**config.mk**
```make
export PLATFORM = sky130hd
export DESIGN_NAME = dac_update_bank
export DESIGN_NICKNAME = d
export VERILOG_FILES = /design/src/rtl/dacbank_pkg.sv /design/src/rtl/dacbank_rstsync.sv /design/src/rtl/dacbank_decode.sv /design/src/rtl/dacbank_ctrl.sv /design/src/rtl/dacbank_chan.sv /design/src/rtl/dac_update_bank.sv
export SDC_FILE = /design/constraint.sdc
export NUM_CORES = 1
export LEC_CHECK = 0
export BUFFER_PORTS_ARGS = -buffer_cell sky130_fd_sc_hd__buf_4
export CAP_MARGIN = 20
export CELL_PAD_IN_SITES_DETAIL_PLACEMENT = 0
export CELL_PAD_IN_SITES_GLOBAL_PLACEMENT = 1
export CORE_MARGIN = 4
export CORE_UTILIZATION = 49
export DETAILED_ROUTE_END_ITERATION = 16
export GPL_TIMING_DRIVEN = 0
export HOLD_SLACK_MARGIN = 0.08
export PLACE_DENSITY = 0.87
export SLEW_MARGIN = 20
export SYNTH_ARGS = -nofsm -noshare
export SYNTH_HDL_FRONTEND = slang
export SYNTH_SLANG_ARGS = --single-unit
```
**constraint.sdc**
```tcl
create_clock -name clk -period 9.1 [get_ports clk]
set_input_delay 1.82 -clock clk [delete_from_list [all_inputs] [get_ports clk]]
set_output_delay 1.82 -clock clk [all_outputs]
set_load 0.005 [all_outputs]
```
**src/rtl/dacbank_pkg.sv**
```systemverilog
package dacbank_pkg;
  localparam int unsigned CH_N    = 4;
  localparam int unsigned CODE_W  = 12;
  localparam int unsigned DATA_W  = 16;
  localparam int unsigned ADDR_W  = 8;
  localparam logic [7:0] OFF_CTRL = 8'h02;
  localparam logic [7:0] OFF_CFG  = 8'h12;
  localparam logic [7:0] OFF_CODE = 8'h14;
  localparam int unsigned POL_MSB  = 7;
  localparam int unsigned GAIN_MSB = 11;
  localparam int unsigned EN_BIT   = 1;
  localparam int unsigned BUF_BIT  = 0;
endpackage

```
**src/rtl/dacbank_rstsync.sv**
```systemverilog
module dacbank_rstsync (
  input  logic clk,
  input  logic rst_n,
  output logic rst_n_sync
);
  logic [1:0] stage_q;

  always_ff @(posedge clk or negedge rst_n) begin
    if (!rst_n) stage_q <= 2'b00;
    else        stage_q <= {stage_q[0], 1'b1};
  end

  assign rst_n_sync = stage_q[1];
endmodule

```
**src/rtl/dacbank_decode.sv**
```systemverilog
module dacbank_decode #(
  parameter int unsigned ADDR_W   = dacbank_pkg::ADDR_W,
  parameter int unsigned CH_N     = dacbank_pkg::CH_N,
  parameter logic [7:0]  OFF_CTRL = dacbank_pkg::OFF_CTRL,
  parameter logic [7:0]  OFF_CFG  = dacbank_pkg::OFF_CFG,
  parameter logic [7:0]  OFF_CODE = dacbank_pkg::OFF_CODE
) (
  input  logic [ADDR_W-1:0] addr,
  input  logic              wr,
  input  logic              rd,
  output logic              wr_ctrl,
  output logic              wr_cfg,
  output logic              rd_cfg,
  output logic              rd_upd,
  output logic [CH_N-1:0]   wr_code
);
  localparam logic [ADDR_W-1:0] A_CTRL = ADDR_W'(OFF_CTRL);
  localparam logic [ADDR_W-1:0] A_CFG  = ADDR_W'(OFF_CFG);

  assign wr_ctrl = wr && (addr == A_CTRL);
  assign rd_upd  = rd && (addr == A_CTRL);
  assign wr_cfg  = wr && (addr == A_CFG);
  assign rd_cfg  = rd && (addr == A_CFG);

  for (genvar ch = 0; ch < CH_N; ch++) begin : g_sel
    localparam logic [ADDR_W-1:0] A_CH = ADDR_W'(OFF_CODE + 8'(2 * ch));
    assign wr_code[ch] = wr && (addr == A_CH);
  end
endmodule

```
**src/rtl/dacbank_ctrl.sv**
```systemverilog
module dacbank_ctrl #(
  parameter int unsigned CH_N     = dacbank_pkg::CH_N,
  parameter int unsigned DATA_W   = dacbank_pkg::DATA_W,
  parameter int unsigned POL_MSB  = dacbank_pkg::POL_MSB,
  parameter int unsigned GAIN_MSB = dacbank_pkg::GAIN_MSB,
  parameter int unsigned EN_BIT   = dacbank_pkg::EN_BIT,
  parameter int unsigned BUF_BIT  = dacbank_pkg::BUF_BIT
) (
  input  logic              clk,
  input  logic              rst_n,
  input  logic              wr_ctrl,
  input  logic              wr_cfg,
  input  logic              rd_cfg,
  input  logic [DATA_W-1:0] wdata,
  output logic              enable,
  output logic              buffered,
  output logic [CH_N-1:0]   bipolar,
  output logic [CH_N-1:0]   gain
);
  localparam int unsigned RW = 2 * CH_N;

  logic          en_q, en_d, buf_q, buf_d;
  logic [RW-1:0] hold_q, hold_d, act_q, act_d;
  logic [RW-1:0] wr_range;

  for (genvar ch = 0; ch < CH_N; ch++) begin : g_map
    assign wr_range[ch]        = wdata[POL_MSB - ch];
    assign wr_range[CH_N + ch] = wdata[GAIN_MSB - ch];
  end

  always_comb begin
    en_d   = en_q;
    buf_d  = buf_q;
    hold_d = hold_q;
    act_d  = act_q;
    if (wr_ctrl) begin
      en_d  = wdata[EN_BIT];
      buf_d = wdata[BUF_BIT];
    end
    if (wr_cfg) hold_d = wr_range;
    if (rd_cfg) act_d  = hold_q;
  end

  always_ff @(posedge clk or negedge rst_n) begin
    if (!rst_n) begin
      en_q   <= 1'b0;
      buf_q  <= 1'b0;
      hold_q <= '0;
      act_q  <= '0;
    end else begin
      if (wr_ctrl) begin
        en_q  <= en_d;
        buf_q <= buf_d;
      end
      if (wr_cfg) hold_q <= hold_d;
      if (rd_cfg) act_q  <= act_d;
    end
  end

  assign enable   = en_q;
  assign buffered = buf_q;
  assign bipolar  = act_q[CH_N-1:0];
  assign gain     = act_q[RW-1:CH_N];

  p_range_held_r8: assert property (@(posedge clk) disable iff (!rst_n)
    !rd_cfg |=> $stable({bipolar, gain}));

  p_range_commit_r9: assert property (@(posedge clk) disable iff (!rst_n)
    (rd_cfg && !wr_cfg) |=> ({gain, bipolar} == $past(hold_q)));
endmodule

```
**src/rtl/dacbank_chan.sv**
```systemverilog
module dacbank_chan #(
  parameter int unsigned CODE_W = dacbank_pkg::CODE_W
) (
  input  logic              clk,
  input  logic              rst_n,
  input  logic              wr_sel,
  input  logic              upd,
  input  logic              buffered,
  input  logic              enable,
  input  logic [CODE_W-1:0] wcode,
  output logic [CODE_W-1:0] code_o
);
  logic [CODE_W-1:0] hold_q, hold_d, act_q, act_d;
  logic              hold_en, act_en;

  always_comb begin
    hold_en = wr_sel;
    act_en  = upd || (wr_sel && !buffered);
    hold_d  = wcode;
    act_d   = (wr_sel && !buffered) ? wcode : hold_q;
  end

  always_ff @(posedge clk or negedge rst_n) begin
    if (!rst_n) begin
      hold_q <= '0;
      act_q  <= '0;
    end else begin
      if (hold_en) hold_q <= hold_d;
      if (act_en)  act_q  <= act_d;
    end
  end

  assign code_o = enable ? act_q : '0;

  p_buffered_hold_r4: assert property (@(posedge clk) disable iff (!rst_n)
    (buffered && !upd) |=> $stable(act_q));

  p_update_copy_r5: assert property (@(posedge clk) disable iff (!rst_n)
    (upd && !wr_sel) |=> (act_q == $past(hold_q)));

  p_direct_write_r6: assert property (@(posedge clk) disable iff (!rst_n)
    (wr_sel && !buffered) |=> (act_q == $past(wcode)));
endmodule

```
**src/rtl/dac_update_bank.sv**
```systemverilog
module dac_update_bank #(
  parameter int unsigned CH_N   = dacbank_pkg::CH_N,
  parameter int unsigned CODE_W = dacbank_pkg::CODE_W,
  parameter int unsigned DATA_W = dacbank_pkg::DATA_W,
  parameter int unsigned ADDR_W = dacbank_pkg::ADDR_W
) (
  input  logic                     clk,
  input  logic                     rst_n,
  input  logic [ADDR_W-1:0]        bus_addr,
  input  logic                     bus_wr,
  input  logic                     bus_rd,
  input  logic [DATA_W-1:0]        bus_wdata,
  output logic [CH_N*CODE_W-1:0]   dac_code,
  output logic [CH_N-1:0]          dac_bipolar,
  output logic [CH_N-1:0]          dac_gain
);
  logic            rst_ni;
  logic            wr_ctrl, wr_cfg, rd_cfg, rd_upd;
  logic [CH_N-1:0] wr_code;
  logic            enable, buffered;

  dacbank_rstsync u_rst (.clk(clk), .rst_n(rst_n), .rst_n_sync(rst_ni));

  dacbank_decode #(.ADDR_W(ADDR_W), .CH_N(CH_N)) u_dec (
    .addr(bus_addr), .wr(bus_wr), .rd(bus_rd),
    .wr_ctrl(wr_ctrl), .wr_cfg(wr_cfg), .rd_cfg(rd_cfg),
    .rd_upd(rd_upd), .wr_code(wr_code)
  );

  dacbank_ctrl #(.CH_N(CH_N), .DATA_W(DATA_W)) u_ctrl (
    .clk(clk), .rst_n(rst_ni), .wr_ctrl(wr_ctrl), .wr_cfg(wr_cfg),
    .rd_cfg(rd_cfg), .wdata(bus_wdata), .enable(enable),
    .buffered(buffered), .bipolar(dac_bipolar), .gain(dac_gain)
  );

  for (genvar ch = 0; ch < CH_N; ch++) begin : g_ch
    dacbank_chan #(.CODE_W(CODE_W)) u_chan (
      .clk(clk), .rst_n(rst_ni), .wr_sel(wr_code[ch]), .upd(rd_upd),
      .buffered(buffered), .enable(enable),
      .wcode(bus_wdata[CODE_W-1:0]),
      .code_o(dac_code[ch*CODE_W +: CODE_W])
    );
  end

  p_disabled_zero_r7: assert property (@(posedge clk) disable iff (!rst_ni)
    !enable |-> (dac_code == '0));

  p_reset_clear_r1: assert property (@(posedge clk)
    !rst_ni |-> (dac_code == '0 && dac_bipolar == '0 && dac_gain == '0));
endmodule

```
## Yosys cells after proc, flatten, opt, wreduce, memory -nomap -nowiden

Cells that the tools add are included.

- Output and inout port bits: 56
- Bits of input ports: 28
- Bits in registers: 116
- Logic and storage cells: 44

- Equal/unequal tests: 6
- Reductions and logical operators: 17
- Mux-type cells: 8

Operators with widths:

| cell | number |
|---|---|
| two-way mux 12 bit | 8 |
| == test 8 x 5 -> 1 bit, second input constant | 5 |
| logical AND 1 bit | 12 |
| == test 8 x 2 -> 1 bit, second input constant | 1 |
| logical OR 1 bit | 4 |
| logical NOT 1 bit | 1 |

## Logic depth before layout (Yosys ltp)

- Depth after elaboration: 4
- Gate-level depth with buffers: 5
- Mapped depth without buffers: 3

## Cells and area by module

A second synthesis with hierarchy kept.

- Cells, all modules: 366
- Area total of the unflattened synthesis: 5672.9 µm²

By module, submodules not included:

| module | area each (µm²) | instances | sequential area each (µm²) | cells an instance |
|---|---|---|---|---|
| dacbank_chan | 1189.9 | 4 | 600.6 | 77 |
| dacbank_ctrl | 735.7 | 1 | 450.4 | 38 |
| dacbank_decode | 123.9 | 1 | 0.0 | 17 |
| dacbank_rstsync | 53.8 | 1 | 50.0 | 3 |

## Worst setup path after synthesis

Ideal clock, no wire load.

- Path kind: input -> register
- From: input port bus_addr[5]
- To: register g_ch[3].u_chan.act_q[0]
- Setup time: 141 ps
- Data required time: 8959 ps
- Path slack: 5925 ps
- Data arrival time: 3034 ps
- Cell stages on the path: 5
- Buffers on the path: 2
- Cell sequence: or4b_1 -> buf_2 -> clkbuf_1 -> nor4_1 -> a31oi_1

- Word-level cells in the longest chain between the ends: 4
- Elaborated cells between the ends (all ways): 7
- Those cells by class: eq/ne (2); mux (1); reduce/logical (4)

RTL lines:

| what | line | text |
|---|---|---|
| start, declared | dac_update_bank.sv:9 | `input logic [ADDR_W-1:0] bus_addr,` |
| == test 8 x 5 -> 1 bit | dacbank_decode.sv:27 | `assign wr_code[ch] = wr && (addr == A_CH);` |
| logical AND 1 bit | dacbank_decode.sv:27 |  |
| logical AND 1 bit | dacbank_chan.sv:18, dacbank_chan.sv:20 |  |
| two-way mux 12 bit or logical OR 1 bit (tied branches) | dacbank_chan.sv:20, dacbank_chan.sv:18 |  |
| end signal, assigned | dacbank_chan.sv:29 | `if (act_en) act_q <= act_d;` |
| end, declared | dacbank_chan.sv:13 | `logic [CODE_W-1:0] hold_q, hold_d, act_q, act_d;` |

Several ways; a longest one is shown, not always the timed one.
A chain may end at the register's enable or synchronous reset.

## Final worst setup path

- From: register u_ctrl.en_q, in the netlist u_ctrl.enable
- To: output port dac_code[9]

- Word-level cells in the longest chain between the ends: 1

RTL lines:

| what | line | text |
|---|---|---|
| start, declared | dacbank_ctrl.sv:22 | `logic en_q, en_d, buf_q, buf_d;` |
| start signal, assigned | dacbank_ctrl.sv:52 | `en_q <= en_d;` |
| two-way mux 12 bit | dacbank_chan.sv:33 | `assign code_o = enable ? act_q : '0;` |
| end, declared | dac_update_bank.sv:13 | `output logic [CH_N*CODE_W-1:0] dac_code,` |

Every way passes these cells.

==> reports/metrics.yaml <==
run_status:
  status: "complete, no violations"
synth:
  synth.avg_cell_area_um2: 11.0
  ys_types: 32
  synth-adder-area-share_pct: 0
  synth_cells: 517
  synthMuxAreaShare_pct: 13.1
  yosys.area.top_type_share_pct: 51.1
  ys_seq_area_share_pct: 51.1
  synthesis.area_um2: 5680
  synth_top_family_by_area: "simple AND/OR/NAND/NOR gates"
  ys_ff_latch: 116
  synthSimpleGateAreaFrac_pct: 20.0
  yosysTopAreaCell: "dfrtp_1"
  yosys-top-cells-area: "dfrtp_1 51%, mux2_2 13%, nand4_1 5.9%, and2_1 5.3%, nor4_1 4.6%"
  syn_nets: 545
  synth_compound_area_share_pct: 10.0
  ys_warn_count: 0
  synth-xor-area-share_pct: 0
hold_path:
  min_path_type: "reg2async"
placed_design:
  dp_hpwl_um: 10900
  post-place-ws_ns: 5.33
  gp_congestion: 0.894
  post_dp_cell_area_um2: 6430
  numPortBuffers: 69
power:
  power_density_nw_per_um2: 191
  p_sw_w: 0.000330
  power_w: 0.00134
  p_seq_share_pct: 42.6
  p_sw_share_pct: 24.5
  clkPwrFrac_pct: 48.7
  p_int_w: 0.00101
  ir_drop_mv: 0.133
  p_leak_nw: 3.15
  pwr-share-comb_pct: 8.6
clock_tree:
  cts_tree: "built"
  clock_latency_ns: 0.41
  numCtsBuffers: 17
  cts_setup_buffers: 0
  clock_path_buffers: 2
  cts_resized: 0
  clock_sinks: 116
  h-tree-depth: 4
  holdBufCountCts: 0
  clk_root_buffer_cell: "clkbuf_16"
  clk_pin_slew_ns: 0.06
route:
  drc: 0
  via_count: 4751
  drtIter0Drc: 383
  avgRoutedWirePerCell_um: 21.0
  viasPerCell: 6.23
  firstDrtPassIters: 5
  ant_nets: 0
  drt-total-wl_um: 16000
setup_path:
  setup.worst_path.end_class: "primary output"
  cp.arrival_ns: 1.87
  crit_type: "reg2out"
  r2r_cells: 4
  r2r-start: "u_ctrl.buffered$_DFFE_PN0P_"
  r2r_slack_ns: 7.32
  required_ns: 7.28
  cp_max_fo: 10
  r2r_end: "g_ch[2].u_chan.act_q[5]$_DFFE_PN0P_"
  cp-start-kind: "flip-flop"
floorplan:
  die_y_um: 116
  io_pins: 84
  fp-row-count: 39
  die_w_um: 116
  initial_core_util_pct: 50.0
  core_um2: 11400
  dieArea_um2: 13400
finish:
  num_antenna_cells: 0
  final_nets: 635
  final_cell_area_um2: 7020
  areaGrowthSynthToFinish_pct: 23.6
  drive_gt1_share_pct: 30.5
sta:
  finalCritPeriodShare_pct: 40.6
  setup_violations: 0
  fmax_ghz: 0.271
  setup-tns-final_ns: 0
  slew_viol_final: 0
  hold_violations: 0
  fin_skew_ns: 0.00790
  slew_headroom_pct: 28.8
  layout_setup_ws_ns: 5.41
  worstMarginPinSlew_ns: 1.06
  rsz0062_at_grt: "false"
  fin_crit_ns: 3.69
  hold_ws_ns: 0.245
grt:
  gr-total-overflow: 0
  grt_pass1_wl_um: 25000
  antenna_found_initial: 0
  grt_start_max_net_pins: 53
  grt_use_total_pct: 24.7
  first_global_vias: 4689
flow_run:
  cap_viol_max_count: 0
[layout make-up]
| cell class | instances | area, um2 |
|---|---|---|
| Clock inverter | 12 | 133 |
| Inverter | 18 | 67.6 |
| Sequential cell | 116 | 2910 |
| Tap cell | 143 | 179 |
| Timing Repair Buffer | 71 | 566 |
| Buffer | 65 | 258 |
| Multi-Input combinational cell | 318 | 2460 |
| Clock buffer | 20 | 457 |
| Fill cell | 934 | 4350 |
[cell usage after synthesis]
cell type,count
a311oi_1,6
a31oi_1,30
and2_1,48
and3b_1,2
and4bb_2,1
buf_1,11
buf_2,11
clkbuf_1,43
conb_1,1
dfrtp_1,116
inv_1,18
mux2_2,66
nand2b_1,1
nand3_1,8
nand3_2,1
nand4_1,54
nand4bb_1,1
nor2_1,1
nor2b_1,1
nor3_2,2
nor3b_1,2
nor4_1,42
nor4_2,1
nor4b_4,1
o311ai_0,12
o31ai_1,30
or2_2,1
or3_1,2
or3b_2,1
or4_1,1
or4b_1,1
or4bb_1,1
[flip-flops by register name (all words and copies together) (netlist names)]
name                flops
g_ch.u_chan.act_q      48
g_ch.u_chan.hold_q     48
u_ctrl.act_q            8
u_ctrl.buffered         1
u_ctrl.enable           1
u_ctrl.hold_q           8
u_rst.stage_q           2
[worst max-delay path, stage by stage, from the launching register on]
cell and delay (ns):
dfrtp_1 0.38, clkbuf_1 0.50, clkbuf_1 0.30, and2_1 0.18, buf_4 0.10
[stage by stage]
stage | utilization (%) | cells
3_5_place_dp | 56.6 | 731
4_1_cts | 61.8 | 763
5_1_grt | 61.8 | 763
6_report | 61.8 | 763
2_1_floorplan | - | 517
3_3_place_gp | 56.1 | 729
[logic make-up after synthesis]
| group | Yosys count |
|---|---|
| and+or+nand+nor | 173 |
| DFF | 116 |
| buffers and inverters | 83 |
| AOI/OAI and AO/OA | 78 |
| muxes | 66 |
| other | 1 |
[worst max path at each step]
stage	to	cells after the start	slack [ns]	start
after floorplan	g_ch[0].u_chan.act_q[0]$_DFFE_PN0P_	0	5.63	u_rst.stage_q[1]$_DFF_PN0_
after global placement	g_ch[3].u_chan.act_q[6]$_DFFE_PN0P_	0	4.45	u_rst.stage_q[1]$_DFF_PN0_
after detailed placement	g_ch[3].u_chan.act_q[4]$_DFFE_PN0P_	4	5.33	bus_addr[5]
after CTS	dac_code[9]	4	5.38	u_ctrl.enable$_DFFE_PN0P_
after global routing	dac_code[8]	4	5.22	u_ctrl.enable$_DFFE_PN0P_
final	dac_code[9]	4	5.41	u_ctrl.enable$_DFFE_PN0P_
[cell usage in the layout, fill, tap and decap left out, types with 11 or more instances in the layout]
cell	synthesis	final
dfrtp_1	116	115
buf_4	0	69
mux2_2	66	66
nand4_1	54	54
and2_1	48	48
clkbuf_1	43	44
nor4_1	42	42
o31ai_1	30	30
a31oi_1	30	30
inv_1	18	18
clkbuf_16	0	17
o311ai_0	12	12
buf_1	11	11
buf_2	11	11
[routing by layer]
layer / part of all wire, % / vias up / routed length [um] / GRT usage, %
met5: 0 / - / 0 / 0
met3: 8.1 / 37 / 1310 / 6.16
met1: 43 / 2350 / 6840 / 34.1
met4: 2.9 / 0 / 463 / 10.4
li1: - / 2156 / - / -
met2: 46 / 208 / 7410 / 37.7
[power by group through the flow]
stage	Combinational [W]	Clock (W)	Sequential, W
6_report	0.000116	0.000655	0.000573
5_1_grt	0.000127	0.000689	0.000577
4_1_cts	0.000115	0.000660	0.000572
3_5_place_dp	0.000114	0	0.000581
3_3_place_gp	0.000101	0	0.000586
2_1_floorplan	0.0000653	0	0.000579
Note: power is estimated with default switching activity, not from simulation.
